<file path="src/rtl/reloc_pkg.sv">
package reloc_pkg;

  typedef enum logic [1:0] {
    CAUSE_NONE     = 2'd0,
    CAUSE_LIMIT    = 2'd1,
    CAUSE_SUBLOCK  = 2'd2,
    CAUSE_PAGELOCK = 2'd3
  } cause_e;

  typedef enum logic [2:0] {
    SEL_BASE  = 3'd0,
    SEL_SIZE  = 3'd1,
    SEL_LOLIM = 3'd2,
    SEL_HILIM = 3'd3,
    SEL_WIN   = 3'd4
  } cfg_sel_e;

  localparam int unsigned WIN_CODE_LSB = 18;
  localparam int unsigned WIN_LOCK_LSB = 20;
  localparam logic [1:0]  KIND_CHAR    = 2'b10;

endpackage

</file>
<file path="src/rtl/reloc_ctrl_regs.sv">
module reloc_ctrl_regs
  import reloc_pkg::*;
#(
  parameter int unsigned ADDR_W = 18,
  parameter int unsigned DATA_W = 24
) (
  input  logic              clk,
  input  logic              rst_n,
  input  logic              wr_en,
  input  logic [2:0]        wr_sel,
  input  logic [DATA_W-1:0] wr_data,
  output logic [ADDR_W-1:0] base_q,
  output logic [ADDR_W:0]   size_q,
  output logic [ADDR_W-1:0] lo_q,
  output logic [ADDR_W-1:0] hi_q,
  output logic [DATA_W-1:0] win_q
);

  logic [ADDR_W-1:0] base_d, lo_d, hi_d;
  logic [ADDR_W:0]   size_d;
  logic [DATA_W-1:0] win_d;

  always_comb begin
    base_d = base_q;
    size_d = size_q;
    lo_d   = lo_q;
    hi_d   = hi_q;
    win_d  = win_q;
    if (wr_en) begin
      unique case (wr_sel)
        SEL_BASE:  base_d = wr_data[ADDR_W-1:0];
        SEL_SIZE:  size_d = wr_data[ADDR_W:0];
        SEL_LOLIM: lo_d   = wr_data[ADDR_W-1:0];
        SEL_HILIM: hi_d   = wr_data[ADDR_W-1:0];
        SEL_WIN:   win_d  = wr_data;
        default: ;
      endcase
    end
  end

  always_ff @(posedge clk or negedge rst_n) begin
    if (!rst_n) begin
      base_q <= '0;
      size_q <= '0;
      lo_q   <= '0;
      hi_q   <= '0;
      win_q  <= '0;
    end else if (wr_en) begin
      base_q <= base_d;
      size_q <= size_d;
      lo_q   <= lo_d;
      hi_q   <= hi_d;
      win_q  <= win_d;
    end
  end

endmodule

</file>
<file path="src/rtl/reloc_region_chk.sv">
module reloc_region_chk
  import reloc_pkg::*;
#(
  parameter int unsigned ADDR_W = 18
) (
  input  logic [ADDR_W-1:0] addr,
  input  logic [ADDR_W:0]   size,
  input  logic [ADDR_W-1:0] lo,
  input  logic [ADDR_W-1:0] hi,
  input  logic              xfer,
  output cause_e            cause
);

  logic beyond;
  logic in_lock;

  always_comb begin
    beyond  = ({1'b0, addr} >= size);
    in_lock = (addr >= lo) && (addr <= hi);
    if (beyond)
      cause = CAUSE_LIMIT;
    else if (in_lock && !xfer)
      cause = CAUSE_SUBLOCK;
    else
      cause = CAUSE_NONE;
  end

endmodule

</file>
<file path="src/rtl/reloc_window_chk.sv">
module reloc_window_chk
  import reloc_pkg::*;
#(
  parameter int unsigned ADDR_W    = 18,
  parameter int unsigned DATA_W    = 24,
  parameter int unsigned NPAGES    = 4,
  parameter int unsigned MIN_LOG2  = 6,
  parameter int unsigned STEP_LOG2 = 3,
  parameter int unsigned PAGE_LOG2 = 9
) (
  input  logic [ADDR_W-1:0] addr,
  input  logic [DATA_W-1:0] win,
  input  logic              xfer,
  output cause_e            cause
);

  localparam int unsigned PIDX_W   = $clog2(NPAGES);
  localparam int unsigned MAX_CODE = 2;
  localparam int unsigned TOP_BIT  = PAGE_LOG2 + PIDX_W;

  logic [1:0]        code;
  logic [4:0]        len_log2;
  logic              reserved;
  logic              beyond;
  logic              in_top;
  logic [PIDX_W-1:0] pidx;
  logic [NPAGES-1:0] locks;
  logic [NPAGES-1:0] page_hit;

  assign code  = win[WIN_CODE_LSB +: 2];
  assign locks = win[WIN_LOCK_LSB +: NPAGES];
  assign pidx  = addr[PAGE_LOG2 +: PIDX_W];

  always_comb begin
    reserved = (code == 2'd3);
    len_log2 = 5'(MIN_LOG2) + 5'(STEP_LOG2) * 5'(code);
    beyond   = |(addr >> len_log2);
    in_top   = (code == 2'(MAX_CODE)) && addr[TOP_BIT];
  end

  for (genvar p = 0; p < NPAGES; p++) begin : g_page
    assign page_hit[p] = in_top && (pidx == PIDX_W'(p)) && locks[p];
  end

  always_comb begin
    if (reserved || beyond)
      cause = CAUSE_LIMIT;
    else if (xfer && (|page_hit))
      cause = CAUSE_PAGELOCK;
    else
      cause = CAUSE_NONE;
  end

endmodule

</file>
<file path="src/rtl/reloc_guard.sv">
module reloc_guard
  import reloc_pkg::*;
#(
  parameter int unsigned ADDR_W = 18,
  parameter int unsigned DATA_W = 24,
  parameter int unsigned CHAR_W = 3,
  parameter int unsigned NPAGES = 4
) (
  input  logic              clk,
  input  logic              rst_n,
  input  logic              sup_mode,
  input  logic              cfg_we,
  input  logic [2:0]        cfg_sel,
  input  logic [DATA_W-1:0] cfg_wdata,
  input  logic              req_valid,
  input  logic [ADDR_W-1:0] req_addr,
  input  logic [1:0]        req_kind,
  input  logic [CHAR_W-1:0] req_char,
  input  logic              req_xfer,
  input  logic              req_win,
  output logic              resp_valid,
  output logic [ADDR_W-1:0] resp_addr,
  output logic [CHAR_W-1:0] resp_char,
  output logic              resp_viol,
  output logic [1:0]        resp_cause
);

  // reset: asserted asynchronously, released on a clock edge
  logic [1:0] rst_pipe;
  logic       rst_q;

  always_ff @(posedge clk or negedge rst_n) begin
    if (!rst_n) rst_pipe <= 2'b00;
    else        rst_pipe <= {rst_pipe[0], 1'b1};
  end
  assign rst_q = rst_pipe[1];

  logic [ADDR_W-1:0] base_q, lo_q, hi_q;
  logic [ADDR_W:0]   size_q;
  logic [DATA_W-1:0] win_q;

  reloc_ctrl_regs #(.ADDR_W(ADDR_W), .DATA_W(DATA_W)) i_regs (
    .clk    (clk),
    .rst_n  (rst_q),
    .wr_en  (cfg_we && sup_mode),
    .wr_sel (cfg_sel),
    .wr_data(cfg_wdata),
    .base_q (base_q),
    .size_q (size_q),
    .lo_q   (lo_q),
    .hi_q   (hi_q),
    .win_q  (win_q)
  );

  cause_e reg_cause, win_cause;

  reloc_region_chk #(.ADDR_W(ADDR_W)) i_region (
    .addr (req_addr),
    .size (size_q),
    .lo   (lo_q),
    .hi   (hi_q),
    .xfer (req_xfer),
    .cause(reg_cause)
  );

  reloc_window_chk #(.ADDR_W(ADDR_W), .DATA_W(DATA_W), .NPAGES(NPAGES)) i_window (
    .addr (req_addr),
    .win  (win_q),
    .xfer (req_xfer),
    .cause(win_cause)
  );

  // next-state of the response stage
  logic [ADDR_W-1:0] reloc_base;
  logic [ADDR_W-1:0] addr_d;
  logic [CHAR_W-1:0] char_d;
  cause_e            cause_d;

  always_comb begin
    reloc_base = req_win ? win_q[ADDR_W-1:0] : base_q;
    if (sup_mode) begin
      addr_d  = req_addr;
      cause_d = CAUSE_NONE;
    end else begin
      addr_d  = req_addr | reloc_base;
      cause_d = req_win ? win_cause : reg_cause;
    end
    char_d = (req_kind == KIND_CHAR) ? req_char : '0;
  end

  always_ff @(posedge clk or negedge rst_q) begin
    if (!rst_q) resp_valid <= 1'b0;
    else        resp_valid <= req_valid;
  end

  always_ff @(posedge clk or negedge rst_q) begin
    if (!rst_q) begin
      resp_addr  <= '0;
      resp_char  <= '0;
      resp_cause <= '0;
      resp_viol  <= 1'b0;
    end else if (req_valid) begin
      resp_addr  <= addr_d;
      resp_char  <= char_d;
      resp_cause <= cause_d;
      resp_viol  <= (cause_d != CAUSE_NONE);
    end
  end

endmodule

</file>
<file path="config.mk">
export PLATFORM = sky130hd
export DESIGN_NAME = reloc_guard
export DESIGN_NICKNAME = d
export VERILOG_FILES = /design/src/rtl/reloc_pkg.sv /design/src/rtl/reloc_ctrl_regs.sv /design/src/rtl/reloc_region_chk.sv /design/src/rtl/reloc_window_chk.sv /design/src/rtl/reloc_guard.sv
export SDC_FILE = /design/constraint.sdc
export NUM_CORES = 1
export LEC_CHECK = 0
export CORE_ASPECT_RATIO = 1.1
export CORE_MARGIN = 4
export CORE_UTILIZATION = 55
export CTS_CLUSTER_DIAMETER = 120
export CTS_CLUSTER_SIZE = 24
export DETAILED_ROUTE_END_ITERATION = 16
export DONT_BUFFER_PORTS = 1
export GPL_TIMING_DRIVEN = 0
export PLACE_DENSITY = 0.71
export SLEW_MARGIN = 10
export SYNTH_ARGS = -nofsm -noshare
export SYNTH_HDL_FRONTEND = slang
export SYNTH_HIERARCHICAL = 1
export SYNTH_SLANG_ARGS = --single-unit
</file>
<file path="constraint.sdc">
create_clock -name clk -period 5.4 [get_ports clk]
set_input_delay 0.54 -clock clk [delete_from_list [all_inputs] [get_ports clk]]
set_output_delay 0.54 -clock clk [all_outputs]
set_load 0.1 [all_outputs]
</file>
# ---- Yosys cells after proc, flatten, opt, wreduce, memory -nomap -nowiden
# Index checks and enable logic that the tools add are counted.
# W data, S select, Z words.
dict set report word_totals {
  register_bits 124
  latchBits 0
  ram_bits 0
  rom_bits 0
  inputBits 57
  out_inout_bits 25
  wordCells 62
  memories 0
}
dict set report op_classes {
  n_addsub 1
  n_mul 1
  n_div 0
  n_lt_le_gt_ge 3
  eq_ne 10
  shifts 1
  n_mux 9
  n_bitwise 1
  reduce_logical 25
}
# cell n
set ops {}
lappend ops {{$mux W18} 2}
lappend ops {{$ge A18 B19 Y1} 1}
lappend ops {{$ge A18 B18 Y1} 1}
lappend ops {{$le A18 B18 Y1} 1}
lappend ops {{$or A18 B18 Y18} 1}
lappend ops {{$reduce_or A18 Y1} 1}
lappend ops {{$shr A18 B5 Y18} 1}
lappend ops {{$logic_and A1 B1 Y1} 13}
lappend ops {{$mux W2} 6}
lappend ops {{$eq A2 B2 Y1 const B} 5}
lappend ops {{$reduce_and A2 Y1} 5}
lappend ops {{$eq A3 B2 Y1 const B} 2}
lappend ops {{$add A3 B4 Y5 const A} 1}
lappend ops {{$mul A2 B2 Y4 const A} 1}
lappend ops {{$reduce_or A4 Y1} 1}
lappend ops {{$eq A3 B1 Y1 const B} 1}
lappend ops {{$eq A3 B3 Y1 const B} 1}
lappend ops {{$logic_not A3 Y1} 1}
lappend ops {{$mux W3} 1}
lappend ops {{$eq A2 B1 Y1 const B} 1}
lappend ops {{$logic_not A2 Y1} 1}
lappend ops {{$reduce_bool A2 Y1} 1}
lappend ops {{$logic_not A1 Y1} 1}
lappend ops {{$logic_or A1 B1 Y1} 1}

# ---- Logic depth before layout (Yosys ltp)
dict set report depth {
  ltp_word 11
  depth_mapped 10
  mapped_depth_nobuf 10
}

# ---- By module
# Netlist, hierarchy kept.
# module instances cells_per_inst area_per_inst_um2 seq_area_each_um2
set by_module_without_submodules {}
lappend by_module_without_submodules {reloc_ctrl_regs 1 208 3668.5 2427.3}
lappend by_module_without_submodules {reloc_guard 1 131 1496.4 675.6}
lappend by_module_without_submodules {reloc_region_chk 1 191 1368.8 0.0}
lappend by_module_without_submodules {reloc_window_chk 1 29 269.0 0.0}

# ---- Worst setup path before layout
# OpenSTA, ideal clock, no wires.
dict set report synth_timing {
  kind {in2reg}
  startpoint {in req_addr[6]}
  endpoint {reg resp_viol}
  setup_ns 0.101
  arrival_time_ns 2.183
  required_time_ns 5.299
  path_slack_ns 3.117
  path_stages 9
  path_cell_list {ha_1 a21oi_2 o21ai_1 a2111oi_2 o21a_1 o22ai_2 nor4_2 nor3_1 o32ai_1}
}
# element line
set synth_lines {}
lappend synth_lines {{start: declaration} reloc_guard.sv:16} ;# input logic [ADDR_W-1:0] req_addr,
lappend synth_lines {{$ge A18 B19 Y1} reloc_region_chk.sv:18} ;# beyond = ({1'b0, addr} >= size);
lappend synth_lines {{named net i_region.beyond} reloc_region_chk.sv:14} ;# logic beyond;
lappend synth_lines {{$mux W2} reloc_region_chk.sv:20} ;# if (beyond)
lappend synth_lines {{named net reg_cause[1]} reloc_guard.sv:55} ;# cause_e reg_cause, win_cause;
lappend synth_lines {{$mux W2} reloc_guard.sv:86} ;# cause_d = req_win ? win_cause : reg_cause;
lappend synth_lines {{$mux W2} reloc_guard.sv:81} ;# if (sup_mode) begin
lappend synth_lines {{$reduce_bool A2 Y1} reloc_guard.sv:106} ;# resp_viol <= (cause_d != CAUSE_NONE);
lappend synth_lines {{end signal: assignment} reloc_guard.sv:106}
lappend synth_lines {{end: declaration} reloc_guard.sv:24} ;# output logic resp_viol,
# The timed path passes the listed nets, and every way through them passes these cells.
# A chain may end at the register's enable or synchronous reset.

# ---- Worst setup path in the final report
dict set report layout_timing {
  startpoint {reg i_regs.size_q[2]}
  endpoint {reg resp_viol}
}
dict set report layout_between {
  elab_chain_cells 5
}
# element line
set layout_rtl {}
lappend layout_rtl {{start: declaration} reloc_ctrl_regs.sv:13} ;# output logic [ADDR_W:0] size_q,
lappend layout_rtl {{start signal: assignment} reloc_ctrl_regs.sv:50} ;# size_q <= size_d;
lappend layout_rtl {{$ge A18 B19 Y1} reloc_region_chk.sv:18}
lappend layout_rtl {{named net i_region.beyond} reloc_region_chk.sv:14}
lappend layout_rtl {{$mux W2} reloc_region_chk.sv:20}
lappend layout_rtl {{named net reg_cause[1]} reloc_guard.sv:55}
lappend layout_rtl {{$mux W2} reloc_guard.sv:86}
lappend layout_rtl {{$mux W2} reloc_guard.sv:81}
lappend layout_rtl {{$reduce_bool A2 Y1} reloc_guard.sv:106}
# The timed path passes the listed nets, and every way through them passes these cells.

==> metrics.md <==
| Metric | Value |
|---|---|
| Run status | finished clean |
| Ys async rst share | 1.00 |
| Final hold viol count | 0 |
| Hold WC Path Type | primary input to flop |
| Initial Util | 0.563 |
| Clock transition at the registers of the reported paths | 0.06 ns |
| Via density | 5.75 |
| GRT overflow | 0 |
| Startpoint types | flop |
| Synth area leaders | dfrtp_1 (46%), mux2_2 (16%), ha_1 (11%), a21oi_2 (4.4%), mux2_4 (3.8%) |
| DRC violations left | 0 |
| Critical-path top delay cell | a2111oi_2 |
| Row cnt | 42 |
| Vias | 4,297 |
| Buf+Inv Stages, Crit Path | 1 |
| Post-CTS sizing | 0 |
| Cell family with most CP delay | compound AO/OA/AOI/OAI gates |
| First-pass detailed-route iteration total | 4 |
| Routability cong. | 0.877 |
| Rel. slew slack | 0.364 |
| Worst EP arrival | 2.74 ns |
| Syn Inst Count | 559 |
| Crit Path Class | flop to flop |
| Most frequent cells in the layout | dfrtp_1 (123), mux2_2 (99), inv_1 (63) |
| Top_reg_cell synth | dfrtp_1 |
| Top-area cell type share of the netlist area | 0.456 |
| CP Capture Type | flop |
| DP Area | 7030 um2 |
| IO Port Bufs | 0 |
| Tcrit/Tclk final | 0.449 |
| Synth-to-layout area growth | 12.3% |
| GRT Overall Usage | 0.231 |
| Slowest cell delay on critical path | 0.37 ns |
| Post-CTS setup buffers | 0 |
| Pin count of the biggest net entering global routing | 64 |
| Mapped Nets | 674 |
| Number of synthesized flops with an enable pin | 0 |
| Yosys warning count | 6 |
| Post-route cell area | 7640 um2 |
| Mean Syn Cell Area | 12.2 um2 |
| Mapped Area | 6800 um2 |
| # nets final | 695 |
| Sequential-to-total area share from yosys stat | 0.456 |
| Post-DP HPWL | 11,500 um |
| CP Cell Sequence | inv_1 > ha_1 > a21oi_1 > a211oi_1 > a2111oi_2 > o21a_1 > o22ai_2 > nor4_2 > nor3_1 > o32ai_1 |
| Post-route insts no fill | 747 |
| Inst Count DP | 714 |
| Die Area | 14,200 um2 |
| Req. time, crit path | 5.72 ns |
| First-pass GRT wire length | 24,900 um |
| Die Ht | 125 um |
| Routed Antenna Nets | 0 |
| RSZ-0062 raised after global routing | no |
| Die width | 114 um |
| Clock sinks | 124 |
| Ratio of cells with drive above 1 in the final layout | 0.361 |
| Max-cap violation count | 0 |
| Fin util | 0.632 |
| Post-DR wirelength/cell | 20.5 um |
| Setup-failing EPs final | 0 |
| Leak | 3.51 nW |
| CTS tree | built |
| Root buf cell | clkbuf_16 |
| Final Max Tran Viols | 0 |
| Min cycle time layout | 2.43 ns |
| Maximum vdd drop | 0.000256 V |
| Cts bufs inserted | 17 |
| Setup TNS Final | 0 ns |
| Post-synthesis cell type count | 53 |
| PD cells | 413 nW/um2 |
| Fmax | 412 MHz |
| Drt initial violations | 127 |
| Initial antenna violation count | 0 |
| Clock tree skew after final layout | 0.00710 ns |
| Crit-path max FO | 3 |
| Total Power | 3.15 mW |
| WL final | 15,300 um |
| Clk Latency, worst-skew pair | 0.42 ns |
| Ports | 82 |
| Core area | 12,100 um2 |
| Least-Margin Pin Slew | 0.950 ns |
| CTS H-tree lvls | 4 |
| CTS max path bufs | 2 |
| Yosys reg bits | 124 |
| Antenna cells | 0 |
| Largest area contributor in the netlist | dfrtp_1 |
| Number of global-route vias before repair | 4,745 |
| Most common cell after layout, fill and taps aside | dfrtp_1 |
-- cell type report --
cell class              instances  area [um2]
plain buffers                  19         151
clock buffers                  20         457
clock inverters                12         145
fillers                       966        4450
inverters                      64         243
multi-input cells             352        3310
flip-flops and latches        124        3110
well taps                     154         193
repair buffers                  2        37.5
-- sequential cells by signal (all words and copies together), names as in the netlist --
register       cells
i_regs/hi_q       18
i_regs/lo_q       18
i_regs/base_q     18
resp_cause         2
rst_pipe           2
resp_valid         1
resp_addr         18
i_regs/size_q     19
resp_viol          1
resp_char          3
i_regs/win_q      24
-- power by group --
group / total, mW / switching (mW) / internal, mW / leakage, nW
Sequential: 1.36 / 0.243 / 1.11 / 1.50
Combinational: 0.653 / 0.301 / 0.352 / 1.72
Clock: 1.14 / 0.398 / 0.744 / 0.288
-- through the flow --
stage,hold slack [ns],worst slack (ns)
after global placement,0.244,0.452
after floorplan,0.244,1.69
after detailed placement,0.244,2.80
after CTS,0.132,2.95
after global routing,0.130,2.71
final,0.152,2.97
-- final timing paths --
path / startpoint / endpoint / slack [ns] / depth (start not counted)
worst min-delay path: req_valid / resp_valid / 0.15 / 0
worst min register to register: rst_pipe[0] / rst_pipe[1] / 0.34 / 0
worst max-delay path: i_regs/size_q[2] / resp_viol / 2.97 / 10
min in group asynchronous: rst_n / rst_pipe[1] / 0.36 / 1
worst max register to register: i_regs/size_q[2] / resp_viol / 2.97 / 10
max in group asynchronous: rst_pipe[1] / resp_addr[1] / 4.22 / 1
-- per-layer routing --
metal	part of all wire	GRT usage	up-vias
li1	-	-	2033
met1	0.41	0.273	2153
met2	0.52	0.394	85
met3	0.046	0.0598	26
met4	0.025	0.0978	0
met5	0	0	-
-- synthesized netlist by cell type, drive strengths merged, types with 2 or more instances --
master	number
inv	64
nand2b	2
a21oi	59
nand4b	2
nor4	3
buf	18
mux2i	3
and4bb	2
o211ai	2
ha	58
o22ai	7
nand4	9
nand3	3
o21a	3
o21ai	9
nor3	7
dfrtp	124
nor2	23
nor2b	4
a211oi	5
nand2	13
mux2	116
a21o	4
-- timing repair --
item	in CTS	in global routing
hold endpoints to repair	2	0
endpoints found under the setup margin	0	0
hold buffers	1	0
-- cell families after synthesis --
family / Yosys count / synth area share
other cells: 1 / 0.000551
flops: 124 / 0.456
mux: 120 / 0.209
simple gates: 75 / 0.0631
buf+inv: 83 / 0.0579
fa+ha+maj: 58 / 0.107
compound gates: 98 / 0.106
Power figures use the tool's default switching activity.
